--- src/rtl/cfgwin_pkg.sv ---
package cfgwin_pkg;

  localparam int unsigned WORD_W = 32;
  localparam int unsigned LANES  = WORD_W / 8;

  typedef enum logic [1:0] {
    SEL_BARNUM = 2'd0,
    SEL_OFFSET = 2'd1,
    SEL_LENGTH = 2'd2,
    SEL_WINDOW = 2'd3
  } win_sel_e;

  typedef enum logic {
    PH_IDLE = 1'b0,
    PH_BUS  = 1'b1
  } phase_e;

  // Low-lane enables for a legal length, all-zero for an illegal one.
  function automatic logic [LANES-1:0] lanes_for_length(input logic [31:0] n);
    logic [LANES-1:0] en;
    en = '0;
    if (n == 32'd1 || n == 32'd2 || n == 32'd4) begin
      for (int i = 0; i < LANES; i++) en[i] = (32'(i) < n);
    end
    return en;
  endfunction

  // Replace enabled byte lanes of keep with those of fresh.
  function automatic logic [WORD_W-1:0] merge_lanes(input logic [WORD_W-1:0] keep,
                                                    input logic [WORD_W-1:0] fresh,
                                                    input logic [LANES-1:0]  en);
    logic [WORD_W-1:0] r;
    r = keep;
    for (int i = 0; i < LANES; i++) begin
      if (en[i]) r[8*i +: 8] = fresh[8*i +: 8];
    end
    return r;
  endfunction

endpackage

--- src/rtl/cfgwin_regs.sv ---
module cfgwin_regs
  import cfgwin_pkg::*;
#(
  parameter int unsigned BAR_SEL_W = 8,
  parameter int unsigned BAR_AW    = 12,
  parameter int unsigned LEN_W     = 8
) (
  input  logic                 clk,
  input  logic                 rst_n,
  input  logic                 field_we,
  input  win_sel_e             wr_sel,
  input  logic [WORD_W-1:0]    wr_data,
  input  logic                 win_we,
  input  logic                 win_ld,
  input  logic [WORD_W-1:0]    ld_data,
  input  logic [LANES-1:0]     ld_en,
  input  win_sel_e             rd_sel,
  output logic [BAR_SEL_W-1:0] bar_q,
  output logic [BAR_AW-1:0]    off_q,
  output logic [LEN_W-1:0]     len_q,
  output logic [WORD_W-1:0]    win_q,
  output logic [WORD_W-1:0]    rd_word
);

  always_ff @(posedge clk) begin
    if (!rst_n) begin
      bar_q <= '0;
      off_q <= '0;
      len_q <= '0;
      win_q <= '0;
    end else begin
      if (field_we) begin
        case (wr_sel)
          SEL_BARNUM: bar_q <= wr_data[BAR_SEL_W-1:0];
          SEL_OFFSET: off_q <= wr_data[BAR_AW-1:0];
          SEL_LENGTH: len_q <= wr_data[LEN_W-1:0];
          default: ;
        endcase
      end
      if (win_we)      win_q <= wr_data;
      else if (win_ld) win_q <= merge_lanes(win_q, ld_data, ld_en);
    end
  end

  always_comb begin
    case (rd_sel)
      SEL_BARNUM: rd_word = WORD_W'(bar_q);
      SEL_OFFSET: rd_word = WORD_W'(off_q);
      SEL_LENGTH: rd_word = WORD_W'(len_q);
      default:    rd_word = win_q;
    endcase
  end

endmodule

--- src/rtl/cfgwin_check.sv ---
module cfgwin_check
  import cfgwin_pkg::*;
#(
  parameter int unsigned BAR_SEL_W = 8,
  parameter int unsigned LEN_W     = 8,
  parameter int unsigned VALID_BAR = 0
) (
  input  logic [BAR_SEL_W-1:0] bar_q,
  input  logic [LEN_W-1:0]     len_q,
  output logic [LANES-1:0]     lane_en,
  output logic                 reject
);

  localparam logic [BAR_SEL_W-1:0] LEGAL_BAR = BAR_SEL_W'(VALID_BAR);

  assign lane_en = lanes_for_length(32'(len_q));
  assign reject  = (bar_q != LEGAL_BAR) || (lane_en == '0);

endmodule

--- src/rtl/cfgwin_seq.sv ---
module cfgwin_seq
  import cfgwin_pkg::*;
(
  input  logic     clk,
  input  logic     rst_n,
  input  logic     req,
  input  logic     we,
  input  win_sel_e sel,
  input  logic     reject,
  input  logic     bus_ready,
  output logic     taken,
  output logic     field_we,
  output logic     win_we,
  output logic     win_ld,
  output logic     bus_req,
  output logic     bus_we,
  output logic     ack,
  output logic     err,
  output win_sel_e sel_q
);

  phase_e phase;
  logic   is_win;

  assign taken    = req && (phase == PH_IDLE);
  assign is_win   = (sel == SEL_WINDOW);
  assign field_we = taken && we && !is_win;
  assign win_we   = taken && we && is_win && !reject;
  assign bus_req  = (phase == PH_BUS);
  assign win_ld   = bus_req && bus_ready && !bus_we;

  always_ff @(posedge clk) begin
    if (!rst_n) begin
      phase  <= PH_IDLE;
      bus_we <= 1'b0;
      ack    <= 1'b0;
      err    <= 1'b0;
      sel_q  <= SEL_BARNUM;
    end else begin
      ack <= 1'b0;
      err <= 1'b0;
      if (phase == PH_IDLE) begin
        if (taken) begin
          sel_q <= sel;
          if (!is_win) begin
            ack <= 1'b1;
          end else if (reject) begin
            ack <= 1'b1;
            err <= 1'b1;
          end else begin
            phase  <= PH_BUS;
            bus_we <= we;
          end
        end
      end else if (bus_ready) begin
        phase <= PH_IDLE;
        ack   <= 1'b1;
      end
    end
  end

  assert_reply_after_ready_R6: assert property (@(posedge clk) disable iff (!rst_n)
    (bus_req && bus_ready) |=> (ack && !err && !bus_req));

  assert_field_ack_R2: assert property (@(posedge clk) disable iff (!rst_n)
    (taken && !is_win) |=> (ack && !err && !bus_req));

  assert_hold_kind_R6: assert property (@(posedge clk) disable iff (!rst_n)
    (bus_req && !bus_ready) |=> (bus_req && $stable(bus_we)));

endmodule

--- src/rtl/cfgwin_bridge.sv ---
module cfgwin_bridge
  import cfgwin_pkg::*;
#(
  parameter int unsigned BAR_SEL_W = 8,
  parameter int unsigned BAR_AW    = 12,
  parameter int unsigned LEN_W     = 8,
  parameter int unsigned VALID_BAR = 0
) (
  input  logic              clk,
  input  logic              rst_n,
  input  logic              cfg_req,
  input  logic              cfg_we,
  input  logic [1:0]        cfg_sel,
  input  logic [31:0]       cfg_wdata,
  output logic              cfg_ack,
  output logic              cfg_err,
  output logic [31:0]       cfg_rdata,
  output logic              bar_req,
  output logic              bar_we,
  output logic [BAR_AW-1:0] bar_addr,
  output logic [3:0]        bar_be,
  output logic [31:0]       bar_wdata,
  input  logic [31:0]       bar_rdata,
  input  logic              bar_ready
);

  logic [BAR_SEL_W-1:0] bar_q;
  logic [BAR_AW-1:0]    off_q;
  logic [LEN_W-1:0]     len_q;
  logic [WORD_W-1:0]    win_q;
  logic [WORD_W-1:0]    rd_word;
  logic [LANES-1:0]     lane_en;
  logic                 reject;
  logic                 taken, field_we, win_we, win_ld;
  win_sel_e             sel_in, sel_q;

  assign sel_in = win_sel_e'(cfg_sel);

  cfgwin_seq u_seq (
    .clk(clk), .rst_n(rst_n), .req(cfg_req), .we(cfg_we), .sel(sel_in),
    .reject(reject), .bus_ready(bar_ready), .taken(taken), .field_we(field_we),
    .win_we(win_we), .win_ld(win_ld), .bus_req(bar_req), .bus_we(bar_we),
    .ack(cfg_ack), .err(cfg_err), .sel_q(sel_q)
  );

  cfgwin_check #(.BAR_SEL_W(BAR_SEL_W), .LEN_W(LEN_W), .VALID_BAR(VALID_BAR)) u_check (
    .bar_q(bar_q), .len_q(len_q), .lane_en(lane_en), .reject(reject)
  );

  cfgwin_regs #(.BAR_SEL_W(BAR_SEL_W), .BAR_AW(BAR_AW), .LEN_W(LEN_W)) u_regs (
    .clk(clk), .rst_n(rst_n), .field_we(field_we), .wr_sel(sel_in), .wr_data(cfg_wdata),
    .win_we(win_we), .win_ld(win_ld), .ld_data(bar_rdata), .ld_en(lane_en),
    .rd_sel(sel_q), .bar_q(bar_q), .off_q(off_q), .len_q(len_q), .win_q(win_q),
    .rd_word(rd_word)
  );

  assign bar_addr  = off_q;
  assign bar_be    = lane_en;
  assign bar_wdata = win_q;
  assign cfg_rdata = cfg_ack ? rd_word : '0;

  assert_bus_hold_R6: assert property (@(posedge clk) disable iff (!rst_n)
    (bar_req && !bar_ready) |=> (bar_req && $stable(bar_addr) && $stable(bar_be) && $stable(bar_wdata)));

  assert_be_legal_R4: assert property (@(posedge clk) disable iff (!rst_n)
    bar_req |-> (bar_be == 4'b0001 || bar_be == 4'b0011 || bar_be == 4'b1111));

  assert_reject_quiet_R7: assert property (@(posedge clk) disable iff (!rst_n)
    (taken && sel_in == SEL_WINDOW && reject) |=> (!bar_req && cfg_ack && cfg_err && $stable(win_q)));

  assert_write_data_R3: assert property (@(posedge clk) disable iff (!rst_n)
    win_we |=> (bar_req && bar_we && bar_wdata == $past(cfg_wdata)));

  assert_reset_quiet_R1: assert property (@(posedge clk)
    !rst_n |=> (!bar_req && !cfg_ack));

endmodule

--- config.mk ---
export PLATFORM = sky130hd
export DESIGN_NAME = cfgwin_bridge
export DESIGN_NICKNAME = d
export VERILOG_FILES = /design/src/rtl/cfgwin_pkg.sv /design/src/rtl/cfgwin_regs.sv /design/src/rtl/cfgwin_check.sv /design/src/rtl/cfgwin_seq.sv /design/src/rtl/cfgwin_bridge.sv
export SDC_FILE = /design/constraint.sdc
export NUM_CORES = 1
export LEC_CHECK = 0
export ABC_AREA = 1
export BUFFER_PORTS_ARGS = -buffer_cell sky130_fd_sc_hd__buf_4
export CAP_MARGIN = 0
export CELL_PAD_IN_SITES_DETAIL_PLACEMENT = 0
export CELL_PAD_IN_SITES_GLOBAL_PLACEMENT = 1
export CORE_UTILIZATION = 33
export CTS_BUF_LIST = sky130_fd_sc_hd__clkbuf_8
export CTS_CLUSTER_DIAMETER = 120
export DETAILED_ROUTE_END_ITERATION = 8
export GPL_TIMING_DRIVEN = 1
export PLACE_DENSITY = 0.91
export SYNTH_ARGS = -nofsm -noshare
export SYNTH_HDL_FRONTEND = slang
export SYNTH_SLANG_ARGS = --single-unit
export TNS_END_PERCENT = 5
--- constraint.sdc ---
create_clock -name clk -period 1.9 [get_ports clk]
set_clock_uncertainty 0.1 [all_clocks]
set_input_delay 0.095 -clock clk [delete_from_list [all_inputs] [get_ports clk]]
set_output_delay 0.095 -clock clk [all_outputs]
set_load 0.05 [all_outputs]
======== Word-level counts from Yosys, hierarchy flattened ========
Index checks and enable logic that the tools add are counted.
storage, ports and cells
  logic and storage cells ................. 80
  input bits .............................. 71
  register bits after elaboration ......... 66
  output and inout bits ................... 84
cells by class
  reduce and logical (&&, ||, !) cells .... 32
  bitwise operators ....................... 5
  muxes and demuxes ....................... 19
  eq/ne operators ......................... 8
  $lt $le $gt $ge ......................... 4
operators with widths
  operator                                                   count
  two-way mux 32 bit                                         3
  one-hot mux 32 bit (3 select lines)                        1
  two-way mux 8 bit                                          4
  less-than comparator 1 x 8 -> 1 bit, first input constant  2
  less-than comparator 2 x 8 -> 1 bit, first input constant  2
  AND reduction 2 bit                                        8
  two-way mux 1 bit                                          10
  nonzero test 2 bit                                         5
  == test 8 x 1 -> 1 bit, second input constant              1
  == test 8 x 2 -> 1 bit, second input constant              1
  == test 8 x 3 -> 1 bit, second input constant              1
  nonzero test 8 bit                                         1
  logical AND 1 bit                                          7
  == test 2 bit, second input constant                       3
  NOT 1 bit                                                  5
  == test 2 x 1 -> 1 bit, second input constant              2
  logical NOT 2 bit                                          2
  logical NOT 4 bit                                          1
  two-way mux 4 bit                                          1
  AND reduction 4 bit                                        1
  OR reduction 4 bit                                         1
  logical NOT 1 bit                                          3
  logical OR 1 bit                                           3

======== Depth between registers and ports, before layout ========
  word-level depth ........................ 10
  gate-level depth with buffers ........... 12
  mapped depth without buffers ............ 11

======== Cells and area by module ========
Synthesis repeated with hierarchy kept, for this count alone.
second synthesis, totals
  cell total of the unflattened synthesis .. 688
  area total of the unflattened synthesis .. 4042.6 um2
modules (own cells, without submodules)
  module         instances  area an instance (um2)  cells each
  cfgwin_regs    1          3399.5                  561
  cfgwin_bridge  1          274.0                   67
  cfgwin_seq     1          254.0                   33
  cfgwin_check   1          115.1                   27

======== Least setup slack after synthesis ========
OpenSTA, ideal clock, no wires.
  path type ............................... register -> output
  start point ............................. register u_seq.ack
  end point ............................... output cfg_rdata[20]
  stages on the path, launching flop included .. 5
  path slack .............................. -0.275 ns
  arrival time ............................ 1.980 ns
  path buffers ............................ 2
  cell sequence ........................... dfxtp_1 clkbuf_1 clkbuf_1 nand2_1 nor2_1
between the ends
  cells in the longest elaborated chain, start to end .. 1
RTL lines
  what                    RTL line             source
  from (decl)             cfgwin_seq.sv:17     output logic ack,
  from (signal assigned)  cfgwin_seq.sv:36     ack <= 1'b0;
  from (signal assigned)  cfgwin_seq.sv:40     ack <= 1'b0;
  from (signal assigned)  cfgwin_seq.sv:46     ack <= 1'b1;
  two-way mux 32 bit      cfgwin_bridge.sv:60  assign cfg_rdata = cfg_ack ? rd_word : '0;
  to (decl)               cfgwin_bridge.sv:17  output logic [31:0] cfg_rdata,
Every way passes these cells.

======== Final worst setup path ========
  start point ............................. register u_seq.sel_q[1]
  end point ............................... output cfg_rdata[7]
between the ends
  cells in the longest elaborated chain, start to end .. 3
  elaborated cells on any way between the ends .. 5
RTL lines
  what                                     RTL line             source
  from (decl)                              cfgwin_seq.sv:19     output win_sel_e sel_q
  from (signal assigned)                   cfgwin_seq.sv:44     sel_q <= sel;
  == test 2 bit (tied with other cells)    cfgwin_regs.sv:46    case (rd_sel)
  one-hot mux 32 bit (3 select lines) (*)  cfgwin_regs.sv:46
  two-way mux 32 bit (*)                   cfgwin_bridge.sv:60
Every way passes the cells marked *; elsewhere a longest branch is shown, timed or not.

==> parameters.txt <==
Parameter                              Value

Outcome
  Status ... finished with violations
  Violated checks ... setup timing

Die
  Total number of placement rows ... 37
  Die W ... 106 um
  Vertical extent of the die ... 106 um
  Count of pins on the block boundary ... 155
  Full die area ... 11,100 um2
  Core outline area ... 10,400 um2
  Effective utilization at floorplan ... 34.1%

Place
  PortBufs ... 154
  Routability Congestion ... 0.827
  Placement Cell Area ... 4850 um2
  HPWL Detailed ... 8.57 mm
  Worst slack after detailed placement ... 143 ps

GRT
  Global router's overall resource usage ... 21.7%
  GRT overflow ... 0
  Global-route wire length before repair ... 19.4 mm
  Pin count of the biggest net entering global routing ... 52
  Antenna violations before repair ... 0
  Via count of the first global-routing pass ... 4,042

Route
  Routed via count ... 4,341
  Via-to-Cell Ratio ... 4.80
  Wire length after detailed routing ... 12.3 mm
  Antenna-violating nets left ... 0
  Detailed-route wire length per cell ... 13.6 um
  Number of DRC markers in iteration 0 ... 269
  TritonRoute pass-1 iters ... 5
  Remaining DRCs ... 0

Critical path
  CP Data Required Time ... 1700 ps
  Slowest cell delay on critical path ... 370 ps
  Largest fanout of any net on the critical path ... 7
  Startpoint type of the worst setup path ... flip-flop
  Crit path cell chain ... inv_2 -> or2_2 -> o211ai_1 -> o21ai_1 -> inv_1 -> buf_4
  Critical-path top delay cell ... dfxtp_4
  Critical path arrival ... 1710 ps
  Crit path kind ... reg2out
  Setup crit end kind ... output pin

Yosys
  Register bit total from synthesis ... 66
  Number of instances in the synthesized netlist ... 558
  Compound-cell area share of the yosys netlist ... 15.4%
  Netlist area before placement ... 3540 um2
  Unique cell type count in the Yosys netlist ... 26
  Share of synthesized cell area in full adder, half adder and majority cells ... 0%
  Average footprint of a synthesized cell ... 6.35 um2
  Largest area contributor in the netlist ... dfxtp_1
  Mux share of post-synthesis cell area ... 0%
  Xor and xnor area share after synthesis ... 0%
  Number of warnings printed during yosys synthesis ... 0
  Area contributors post-synth ... dfxtp_1, nand2_1, nor2_1
  Synth top area share ... 37.3%
  Synthesized netlist net count ... 629
  Main combinational cell family by area after synthesis ... simple AND/OR/NAND/NOR gates
  Share of synthesized cell area in and, or, nand and nor gates ... 36.8%
  Part of the Yosys area used for sequential elements ... 37.3%

Layout
  Share of layout cells above drive strength 1 ... 32.2%
  Number of inserted filler cells in the final layout ... 993
  Count of nets after finishing ... 835
  Area used by sequential logic in the layout ... 1330 um2
  Diode count ... 0
  Design Area, Final ... 5720 um2
  Combined area of the multi-input logic cells ... 1920 um2
  Synth-to-Final Area Change ... 61.6%

Timing
  Endpoints failing hold ... 0
  F_max ... 526 MHz
  Number of setup violations in the final report ... 1
  Final max-slew violation count ... 0
  Period utilization ... 100%
  Setup repair after global routing missed its margin ... true
  Final critical path time including I/O delays and setup ... 1900 ps
  Final WS setup ... -1.47 ps
  Least-Margin Pin Slew ... 508 ps
  Slew headroom ... 66.1%

Clocking
  Clock root buffer master ... clkbuf_8
  Largest buffer count on any clock path ... 2
  Clock insertion delay at the later pin of the skew report ... 350 ps
  Clk sinks ... 66
  H-tree Lvls ... 3
  Number of CTS-inserted buffers ... 9
  Clock transition at the registers of the reported paths ... 70 ps
  TritonCTS clock tree ... done

Power
  P per Cell Area ... 585 nW/um2
  Net Sw Frac ... 27.5%
  Reported net switching power ... 0.919 mW
  Internal power ... 2.42 mW
  Part of the power in the clock network ... 39.0%
  VDD IR-drop max ... 0.000335 V
  Power share of the sequential group ... 43.0%
  Part of the total power dissipated in combinational logic ... 18.0%
  Standby leakage power ... 2.78 nW

Flow run
  Maximum capacitance violations ... 0

Min path
  Tightest Hold Check Type ... in2reg
-- area by class of cell --
| cell class | count | share of cell area, % |
|---|---|---|
| clock buffer | 9 | 2.17 |
| clock inverter | 7 | 1.64 |
| sequential | 66 | 23.2 |
| tap | 136 | 2.97 |
| inverter | 51 | 3.41 |
| multi-input combinational | 408 | 33.5 |
| timing repair buffer | 228 | 33.1 |
-- state kept, by name, indices dropped and copies added, names as in the netlist --
| register | cells |
|---|---|
| u_regs.win_q | 32 |
| u_seq.bus_req | 1 |
| u_seq.bus_we | 1 |
| u_seq.sel_q | 2 |
| u_seq.ack | 1 |
| u_regs.bar_q | 8 |
| u_regs.len_q | 8 |
| u_regs.off_q | 12 |
| u_seq.err | 1 |
-- synth_stat cells --
master	instances
o21ai_1	11
nand3_1	31
nand3_4	1
nand2_4	1
buf_12	1
o2111ai_1	2
nand3_2	1
nor3_2	2
o21ai_0	26
a21oi_1	44
nor2_2	2
o21ai_2	9
clkbuf_1	16
nand2_2	3
nand2_1	164
dfxtp_1	66
nand4_1	11
buf_2	13
nor4_1	1
inv_2	6
or2_2	1
inv_1	45
buf_6	3
nor2_1	90
o211ai_1	6
nor2_4	2
-- per-stage QoR --
stage	util (%)	total power, mW	TNS, ps	hold slack, ps	instances
after floorplan	-	1.73	-1290	130	558
after global placement	46.8	1.95	0	220	832
after detailed placement	46.8	1.96	0	225	832
after CTS	54.1	3.36	-241	2.45	901
after global routing	55.2	3.50	-434	36.1	905
final	55.2	3.34	-1.47	18.3	905
-- worst max-delay path, delay by kind of cell, from the launching register on --
| kind | cells | cell delay (ps) |
|---|---|---|
| simple gates | 1 | 360 |
| compound gates | 2 | 340 |
| flops | 1 | 370 |
| buf+inv | 3 | 300 |
-- cells by family after synthesis --
| kind of cell | count (synthesis) |
|---|---|
| compound gates | 98 |
| buf+inv | 84 |
| simple gates | 310 |
| flops | 66 |
-- worst paths after layout --
path	startpoint	endpoint	slack [ps]	cells past startpoint
setup reg to reg	u_regs.len_q[5]	u_regs.win_q[10]	180	10
hold / removal	bar_rdata[23]	u_regs.win_q[23]	20	5
setup / recovery	u_seq.sel_q[1]	cfg_rdata[7]	-1	6
hold reg to reg	u_seq.bus_we	u_seq.bus_we	400	2
-- power by group through the flow --
stage | registers, mW | clock network, mW | logic, mW
after floorplan | 1.51 | 0 | 0.223
after global placement | 1.47 | 0 | 0.486
after detailed placement | 1.47 | 0 | 0.489
after CTS | 1.44 | 1.34 | 0.580
after global routing | 1.44 | 1.41 | 0.647
final | 1.44 | 1.30 | 0.603
-- repair_timing --
action                                  4_1_cts  5_1_grt
hold endpoints to repair                     60        0
pin swaps                                     0        2
gates resized for setup                      10       26
hold buffers                                 51        0
endpoints found under the setup margin       32       23
buffers inserted                              2        4
-- cell usage in the layout, fill, tap and decap left out, drive strengths merged --
| master | Yosys | final |
|---|---|---|
| nor2 | 94 | 94 |
| a21oi | 44 | 44 |
| o211ai | 6 | 6 |
| clkinvlp | 0 | 3 |
| o21ai | 46 | 46 |
| nand4 | 11 | 11 |
| nor4 | 1 | 1 |
| clkinv | 0 | 3 |
| o2111ai | 2 | 2 |
| inv | 51 | 50 |
| nand2 | 168 | 168 |
| nand3 | 33 | 33 |
| dlygate4sd3 | 0 | 51 |
| dfxtp | 66 | 66 |
| clkbuf | 16 | 9 |
| bufinv | 0 | 2 |
| buf | 17 | 177 |
| nor3 | 2 | 2 |
| or2 | 1 | 1 |
-- layer usage --
layer	routed length (um)	global-route usage, %	vias up
li1	-	-	2184
met1	5420	27.4	1979
met2	5900	37.5	164
met3	822	4.45	14
met4	165	6.15	0
met5	0	0	-
No activity file was read; power rests on OpenSTA's default activity.
